$ cat config.mk
export PLATFORM = sky130hd
export DESIGN_NAME = cadd_exec_unit
export DESIGN_NICKNAME = d
export VERILOG_FILES = /design/src/rtl/cadd_pkg.sv /design/src/rtl/cadd_decode.sv /design/src/rtl/cadd_alu.sv /design/src/rtl/cadd_status.sv /design/src/rtl/cadd_exec_unit.sv
export SDC_FILE = /design/constraint.sdc
export NUM_CORES = 1
export LEC_CHECK = 0
export CAP_MARGIN = 40
export CORE_AREA = 2 2 96 98
export CTS_BUF_LIST = sky130_fd_sc_hd__clkbuf_16
export CTS_CLUSTER_SIZE = 24
export DETAILED_ROUTE_END_ITERATION = 6
export DIE_AREA = 0 0 98 100
export HOLD_SLACK_MARGIN = 0.02
export PLACE_DENSITY = 0.83
export SLEW_MARGIN = 20
export SYNTH_ARGS = -nofsm -noshare
export SYNTH_HDL_FRONTEND = slang
export SYNTH_SLANG_ARGS = --single-unit
$ cat constraint.sdc
create_clock -name clk -period 5.5 [get_ports clk]
set_clock_uncertainty 0.05 [all_clocks]
set_input_delay 1.1 -clock clk [delete_from_list [all_inputs] [get_ports clk]]
set_output_delay 1.1 -clock clk [all_outputs]
set_load 0.02 [all_outputs]
$ cat src/rtl/cadd_pkg.sv
package cadd_pkg;

  localparam logic [7:0] OPC_RR = 8'h2B;
  localparam logic [7:0] OPC_RI = 8'h AB;

  typedef struct packed {
    logic v;
    logic sv;
    logic av;
    logic sav;
  } cadd_flags_t;

endpackage

$ cat src/rtl/cadd_decode.sv
module cadd_decode #(
  parameter int XLEN = 32,
  parameter int RAW  = 4
) (
  input  logic [31:0]     instr,
  input  logic            short_sel,
  output logic [RAW-1:0]  a_idx,
  output logic [RAW-1:0]  b_idx,
  output logic [RAW-1:0]  d_idx,
  output logic [RAW-1:0]  c_idx,
  output logic            use_imm,
  output logic [XLEN-1:0] imm,
  output logic            is_short,
  output logic            legal
);
  import cadd_pkg::*;

  localparam int K9W = 9;
  localparam int K4W = 4;
  localparam logic [RAW-1:0] SHORT_COND = '1;

  logic [7:0]     opc;
  logic           rr_hit;
  logic           ri_hit;
  logic [XLEN-1:0] k9_ext;
  logic [XLEN-1:0] k4_ext;
  logic           unused_bits;

  assign opc    = instr[7:0];
  assign rr_hit = (opc == OPC_RR) && (instr[23:20] == 4'h0);
  assign ri_hit = (opc == OPC_RI) && (instr[23:21] == 3'h0);
  assign k9_ext = {{(XLEN-K9W){instr[20]}}, instr[20:12]};
  assign k4_ext = {{(XLEN-K4W){instr[15]}}, instr[15:12]};
  assign unused_bits = ^instr[19:16];

  always_comb begin
    is_short = short_sel;
    a_idx    = instr[8 +: RAW];
    b_idx    = instr[12 +: RAW];
    c_idx    = instr[28 +: RAW];
    if (short_sel) begin
      d_idx   = SHORT_COND;
      use_imm = 1'b1;
      imm     = k4_ext;
      legal   = 1'b1;
    end else begin
      d_idx   = instr[24 +: RAW];
      use_imm = ri_hit;
      imm     = k9_ext;
      legal   = rr_hit | ri_hit;
    end
  end

endmodule

$ cat src/rtl/cadd_alu.sv
module cadd_alu #(
  parameter int XLEN = 32
) (
  input  logic [XLEN-1:0] a_val,
  input  logic [XLEN-1:0] op2,
  input  logic [XLEN-1:0] d_val,
  output logic            cond,
  output logic [XLEN-1:0] result,
  output logic            ovf,
  output logic            adv
);
  localparam int SW = XLEN + 1;

  logic [SW-1:0] sum_ext;

  assign cond    = |d_val;
  assign sum_ext = {a_val[XLEN-1], a_val} + {op2[XLEN-1], op2};

  always_comb begin
    result = cond ? sum_ext[XLEN-1:0] : a_val;
    ovf    = sum_ext[SW-1] ^ sum_ext[SW-2];
    adv    = result[XLEN-1] ^ result[XLEN-2];
  end

endmodule

$ cat src/rtl/cadd_status.sv
module cadd_status (
  input  logic                  clk,
  input  logic                  rst_n,
  input  logic                  upd,
  input  logic                  ovf,
  input  logic                  adv,
  output cadd_pkg::cadd_flags_t q
);
  import cadd_pkg::*;

  cadd_flags_t d;

  always_comb begin
    d = q;
    if (upd) begin
      d.v   = ovf;
      d.av  = adv;
      d.sv  = q.sv  | ovf;
      d.sav = q.sav | adv;
    end
  end

  always_ff @(posedge clk or negedge rst_n) begin
    if (!rst_n) begin
      q <= '0;
    end else if (upd) begin
      q <= d;
    end
  end

  AST_SV_STICKY:  assert property (@(posedge clk) disable iff (!rst_n) $past(q.sv)  |-> q.sv);
  AST_SAV_STICKY: assert property (@(posedge clk) disable iff (!rst_n) $past(q.sav) |-> q.sav);
  AST_FLAGS_HOLD: assert property (@(posedge clk) disable iff (!rst_n) !upd |=> $stable(q));

endmodule

$ cat src/rtl/cadd_exec_unit.sv
module cadd_exec_unit #(
  parameter int XLEN = 32,
  parameter int RAW  = 4
) (
  input  logic            clk,
  input  logic            rst_n,
  input  logic            instr_valid_i,
  input  logic            short_sel_i,
  input  logic [31:0]     instr_i,
  output logic [RAW-1:0]  rf_addr_a_o,
  output logic [RAW-1:0]  rf_addr_b_o,
  output logic [RAW-1:0]  rf_addr_d_o,
  input  logic [XLEN-1:0] rf_data_a_i,
  input  logic [XLEN-1:0] rf_data_b_i,
  input  logic [XLEN-1:0] rf_data_d_i,
  output logic            rf_we_o,
  output logic [RAW-1:0]  rf_waddr_o,
  output logic [XLEN-1:0] rf_wdata_o,
  output logic            illegal_o,
  output logic            flag_v_o,
  output logic            flag_sv_o,
  output logic            flag_av_o,
  output logic            flag_sav_o
);
  import cadd_pkg::*;

  logic [RAW-1:0]  c_idx;
  logic            use_imm;
  logic [XLEN-1:0] imm;
  logic            is_short;
  logic            legal;
  logic [XLEN-1:0] op2;
  logic            cond;
  logic [XLEN-1:0] result;
  logic            ovf;
  logic            adv;
  logic            accept;
  logic            upd;
  cadd_flags_t     flags;

  cadd_decode #(.XLEN(XLEN), .RAW(RAW)) u_dec (
    .instr     (instr_i),
    .short_sel (short_sel_i),
    .a_idx     (rf_addr_a_o),
    .b_idx     (rf_addr_b_o),
    .d_idx     (rf_addr_d_o),
    .c_idx     (c_idx),
    .use_imm   (use_imm),
    .imm       (imm),
    .is_short  (is_short),
    .legal     (legal)
  );

  assign op2 = use_imm ? imm : rf_data_b_i;

  cadd_alu #(.XLEN(XLEN)) u_alu (
    .a_val  (rf_data_a_i),
    .op2    (op2),
    .d_val  (rf_data_d_i),
    .cond   (cond),
    .result (result),
    .ovf    (ovf),
    .adv    (adv)
  );

  assign accept     = instr_valid_i & legal;
  assign upd        = accept & cond;
  assign illegal_o  = instr_valid_i & ~legal;
  assign rf_we_o    = accept & (cond | ~is_short);
  assign rf_waddr_o = is_short ? rf_addr_a_o : c_idx;
  assign rf_wdata_o = result;

  cadd_status u_stat (
    .clk   (clk),
    .rst_n (rst_n),
    .upd   (upd),
    .ovf   (ovf),
    .adv   (adv),
    .q     (flags)
  );

  assign flag_v_o   = flags.v;
  assign flag_sv_o  = flags.sv;
  assign flag_av_o  = flags.av;
  assign flag_sav_o = flags.sav;

  AST_ILLEGAL_QUIET: assert property (@(posedge clk) disable iff (!rst_n) illegal_o |-> !rf_we_o);
  AST_PASS_THROUGH:  assert property (@(posedge clk) disable iff (!rst_n)
                       (rf_we_o && rf_data_d_i == '0) |-> rf_wdata_o == rf_data_a_i);
  AST_SHORT_COND:    assert property (@(posedge clk) disable iff (!rst_n)
                       (instr_valid_i && short_sel_i) |-> rf_addr_d_o == {RAW{1'b1}});
  AST_IDLE_NO_WRITE: assert property (@(posedge clk) disable iff (!rst_n) !instr_valid_i |-> !rf_we_o);
  AST_V_SETS_SV:     assert property (@(posedge clk) disable iff (!rst_n) flag_v_o |-> flag_sv_o);

endmodule

Word level (Yosys, flattened, before mapping)
Index checks and enable logic that the tools add are counted.
{ "op_classes": {"bitwise": 12, "add_sub_neg": 1, "n_eq_ne": 2, "n_mux": 7, "n_reduce_logical": 5} }
{ "op_table": {"columns": ["operator", "count"], "rows": [
  ["$mux W32", 3],
  ["$add A32 B32 Y33", 1],
  ["$reduce_or A32 Y1", 1],
  ["$eq A8 B6 Y1 const B", 1],
  ["$eq A8 B8 Y1 const B", 1],
  ["$mux W4", 2],
  ["$and A1 B1 Y1", 4],
  ["$logic_not A4 Y1", 1],
  ["$or A1 B1 Y1", 4],
  ["$logic_not A3 Y1", 1],
  ["$logic_and A1 B1 Y1", 2],
  ["$mux W1", 2],
  ["$not A1 Y1", 2],
  ["$xor A1 B1 Y1", 2]
]} }
{ "totals": {"word_cells": 31, "output_inout_bits": 54, "reg_bits": 4} }

Logic depth before layout (Yosys ltp)
{ "depth": {"depth_word": 8, "depth_mapped": 17, "mapped_depth_nobuf": 15} }

Hierarchy
Synthesis repeated with hierarchy kept, for this count alone.
{ "unflattened": {"hier_cells": 441, "hier_area_um2": 3372.0} }
{ "by_module_without_submodules": {"columns": ["module", "cells_per_inst", "n_inst", "seq_area_each_um2", "area_each_um2"], "rows": [
  ["cadd_alu", 326, 1, 0.0, 2162.1],
  ["cadd_exec_unit", 45, 1, 0.0, 611.8],
  ["cadd_decode", 62, 1, 0.0, 457.9],
  ["cadd_status", 8, 1, 100.1, 140.1]
]} }

Least setup slack after synthesis
Ideal clock, no wire load.
{ "synth_timing": {"kind": "input port to output port", "from": "input port instr_i[4]", "to": "output port rf_wdata_o[20]", "arrival_time_ps": 4875, "stages": 15, "setup_slack_ps": -525, "required_time_ps": 4350, "n_path_buf": 0, "cell_sequence": "or4b_1 -> nor4_1 -> nand2_1 -> nand2_2 -> mux2_2 -> ha_1 -> fa_1 -> a21oi_1 -> o221ai_2 -> o2111ai_1 -> nor2_1 -> nor2_1 -> nor3_1 -> o21a_1 -> o31ai_1"} }
{ "synth_via": {"elab_chain_cells": 6} }
{ "synth_lines": {"columns": ["element", "line_no", "rtl"], "rows": [
  ["start: declaration", "cadd_exec_unit.sv:9", "input logic [31:0] instr_i,"],
  ["$eq A8 B8 Y1", "cadd_decode.sv:31", "assign ri_hit = (opc == OPC_RI) && (instr[23:21] == 3'h0);"],
  ["$logic_and A1 B1 Y1", "cadd_decode.sv:31", null],
  ["$mux W1", "cadd_decode.sv:41", "if (short_sel) begin"],
  ["$mux W32", "cadd_exec_unit.sv:54", "assign op2 = use_imm ? imm : rf_data_b_i;"],
  ["$add A32 B32 Y33", "cadd_alu.sv:17", "assign sum_ext = {a_val[XLEN-1], a_val} + {op2[XLEN-1], op2};"],
  ["$mux W32", "cadd_alu.sv:20", "result = cond ? sum_ext[XLEN-1:0] : a_val;"],
  ["end: declaration", "cadd_exec_unit.sv:18", "output logic [XLEN-1:0] rf_wdata_o,"]
]} }
Every way passes these cells.

Worst setup path after layout
{ "layout_timing": {"from": "input port instr_i[6]", "to": "output port rf_wdata_o[31]"} }
The elaborated chain is that of the path after synthesis.

==> flow_summary.json <==
{
  "outcome": "finished, violations left",
  "violations": "negative setup slack",
  "hold_buffers": 0,
  "async_flop_share_pct": 100.0,
  "synth-seq-cells": 4,
  "die-area_sq_mm": 0.009800,
  "hpwlAfterDp_mm": 10.65,
  "drtAntennaViolNets": 0,
  "finalWorstSetupSlack_ns": -0.5001,
  "finalSetupViolations": 24,
  "multiInputGateArea_sq_mm": 0.003526,
  "worstMarginPinSlew_ns": 0.5506,
  "diodes": 0,
  "grt_pass1_vias": 4801,
  "fin_crit_ns": 6.000,
  "finalPower_w": 0.001275,
  "rows": 35,
  "num_vias": 4751,
  "synth_edf_count": 0,
  "wl_met2_mm": 8.604,
  "grt_overflow": 0,
  "synthCells": 405,
  "slew_headroom_pct": 63.16,
  "highest_layer": "met4",
  "grt_max_degree": 63,
  "io_buffers": 185,
  "grt_antenna_before_repair": 0,
  "synthesis.nets": 570,
  "regMostFlops": "u_stat.q",
  "cap_violations": 0,
  "whs_ns": 0.4292,
  "regArea_sq_um": 100.1,
  "slew_viol_final": 0,
  "fin_area_sq_mm": 0.006849,
  "synthFlopType": "dfrtp_1",
  "required_ns": 4.35,
  "post-route-drc-count": 0,
  "wl_met1_mm": 6.174,
  "hold_viol_final": 0,
  "cts.reportedPaths.clkPinSlew_ns": 0.03,
  "period_share_pct": 109.1,
  "wl_per_cell_um": 20.16,
  "area_growth_pct": 135.1,
  "largest_reg_flops": 4,
  "start_util_pct": 32.77,
  "start_kind": "primary input",
  "track_usage_pct": 28.83,
  "power_leakage_nw": 2.803,
  "synth-seq-area-share_pct": 3.436,
  "crit_arrival_ns": 4.85,
  "via_per_inst": 5.780,
  "syn_area_per_cell_sq_um": 7.192,
  "drt-pass1-iter-count": 5,
  "power_density_mw_per_mm2": 186.2,
  "synthesis.area_sq_mm": 0.002913,
  "ys_types": 64,
  "clkLatencyLatePin_ns": 0.22,
  "coreArea_sq_mm": 0.008890,
  "cp-end-kind": "output port",
  "yosys_warnings": 0,
  "crit_type": "primary input to output port",
  "drt_iter0_drc": 206,
  "die_width_um": 98,
  "fin_nets": 878,
  "io_pins": 186,
  "rsz0062_at_grt": "yes",
  "finish.utilization_pct": 77.04,
  "wl_mm": 16.57,
  "clock_tree.buffer_depth": 2,
  "drive_gt1_share_pct": 45.71,
  "top_regs": "u_stat.q x4",
  "timing.fmax_mhz": 166.7,
  "r2r_setup_slack_ns": 4.73,
  "dr_wl_met3_um": 972,
  "cts_buffers": 3,
  "layout_common_cells": "clkdlybuf4s50_1, buf_4, nand2_1",
  "final_common_cell": "clkdlybuf4s50_1",
  "cts_tree": "done",
  "place_congestion": 0.9706,
  "fin_tns_setup_ns": -6.881,
  "cts_root_buf": "clkbuf_16",
  "die_y_um": 100,
  "htree_num_levels": 1,
  "place_area_sq_mm": 0.005645,
  "hp-class": "flip-flop to flip-flop",
  "cts_sinks": 4,
  "vdd_drop_max_v": 0.0001141,
  "nFillCells": 579,
  "grt_pass1_wl_mm": 23.19,
  "path_max_fanout": 7
}
==> cells in the mapped netlist (4+ instances only) <==
cell	n	area share, %
nand4_1	8	1.7
buf_2	4	0.69
inv_1	7	0.90
buf_4	12	3.1
nand2_1	53	6.8
mux2i_1	4	1.4
or2_2	4	0.86
and3_1	4	0.86
a21o_1	13	3.4
xor2_1	13	3.9
clkbuf_1	9	1.2
dfrtp_1	4	3.4
o21a_1	26	6.7
o21ai_0	31	5.3
nor4_1	10	2.1
xnor2_1	15	4.5
ha_1	32	14
buf_6	4	1.5
o21bai_1	5	1.3
nor2_1	13	1.7
o21ai_1	10	1.7
nand3_1	8	1.4
a211oi_1	7	1.8
a21oi_1	33	5.7
a31oi_1	5	1.1
mux2_2	13	5.0
o31ai_1	4	1.0
==> critical path, cell delays in order <==
cell and delay [ns]:
buf_6 0.09, or4b_4 0.55, nor4_4 0.19, nand2_2 0.15, buf_4 0.17, buf_6 0.12
mux2i_1 0.15, a21oi_1 0.09, ha_2 0.42, a21oi_1 0.15, a21oi_2 0.26, buf_4 0.15
o211ai_1 0.09, o211a_2 0.17, o41a_1 0.38, xnor2_2 0.19, mux2_4 0.29, buf_6 0.13
==> cells by family (layout without fill, tap and decap cells) <==
logic type,after synthesis,after routing,synth area share [%]
multiplexers,17,17,6.400
AND/OR/NAND/NOR,123,124,21.43
AO/OA/AOI/OAI,162,162,37.46
flip-flops,4,4,3.437
buffers and inverters,37,342,7.861
XOR/XNOR,29,29,8.978
adder cells (fa/ha/maj),33,33,14.43
==> area by class of cell <==
| class | instances | area share, % |
|---|---|---|
| multi-input cells | 365 | 51.48 |
| repair buffers | 332 | 43.55 |
| well taps | 111 | 2.028 |
| flip-flops and latches | 4 | 1.461 |
| clock buffers | 3 | 1.096 |
| inverters | 7 | 0.3836 |
==> routing by layer <==
layer  vias up  track usage, %
met5         -               0
met4         0           12.82
met2       274           55.69
li1       2137               -
met3        78           3.412
met1      2262           31.44
==> metrics by stage <==
stage / instances / setup WS, ns
after floorplan: 405 / -0.1759
after CTS: 799 / -0.4231
after detailed placement: 779 / -1.384
final: 822 / -0.5001
after global placement: 779 / -1.297
after global routing: 822 / -0.6121
==> path summary, 6_finish.rpt <==
check,from,endpoint,cells after the start
min,u_stat.q[3],u_stat.q[3],1
min in group asynchronous,rst_n,u_stat.q[3],1
max in group asynchronous,rst_n,u_stat.q[1],1
max,instr_i[6],rf_wdata_o[31],18
max reg2reg,u_stat.q[2],u_stat.q[2],1
min reg2reg,u_stat.q[3],u_stat.q[3],1
==> where the power goes <==
part            total, W  switching (W)  internal (W)
Combinational    0.00112       0.000537      0.000588
Clock           0.000112      0.0000196     0.0000928
Sequential     0.0000382     0.00000323     0.0000349
Total            0.00128       0.000560      0.000716
==> what timing repair did <==
item,4_1_cts,5_1_grt
setup buffers,16,24
gates cloned,1,0
gates resized for setup,214,93
pin swaps,33,63
endpoints found under the setup margin,31,26
Power figures use the tool's default switching activity.
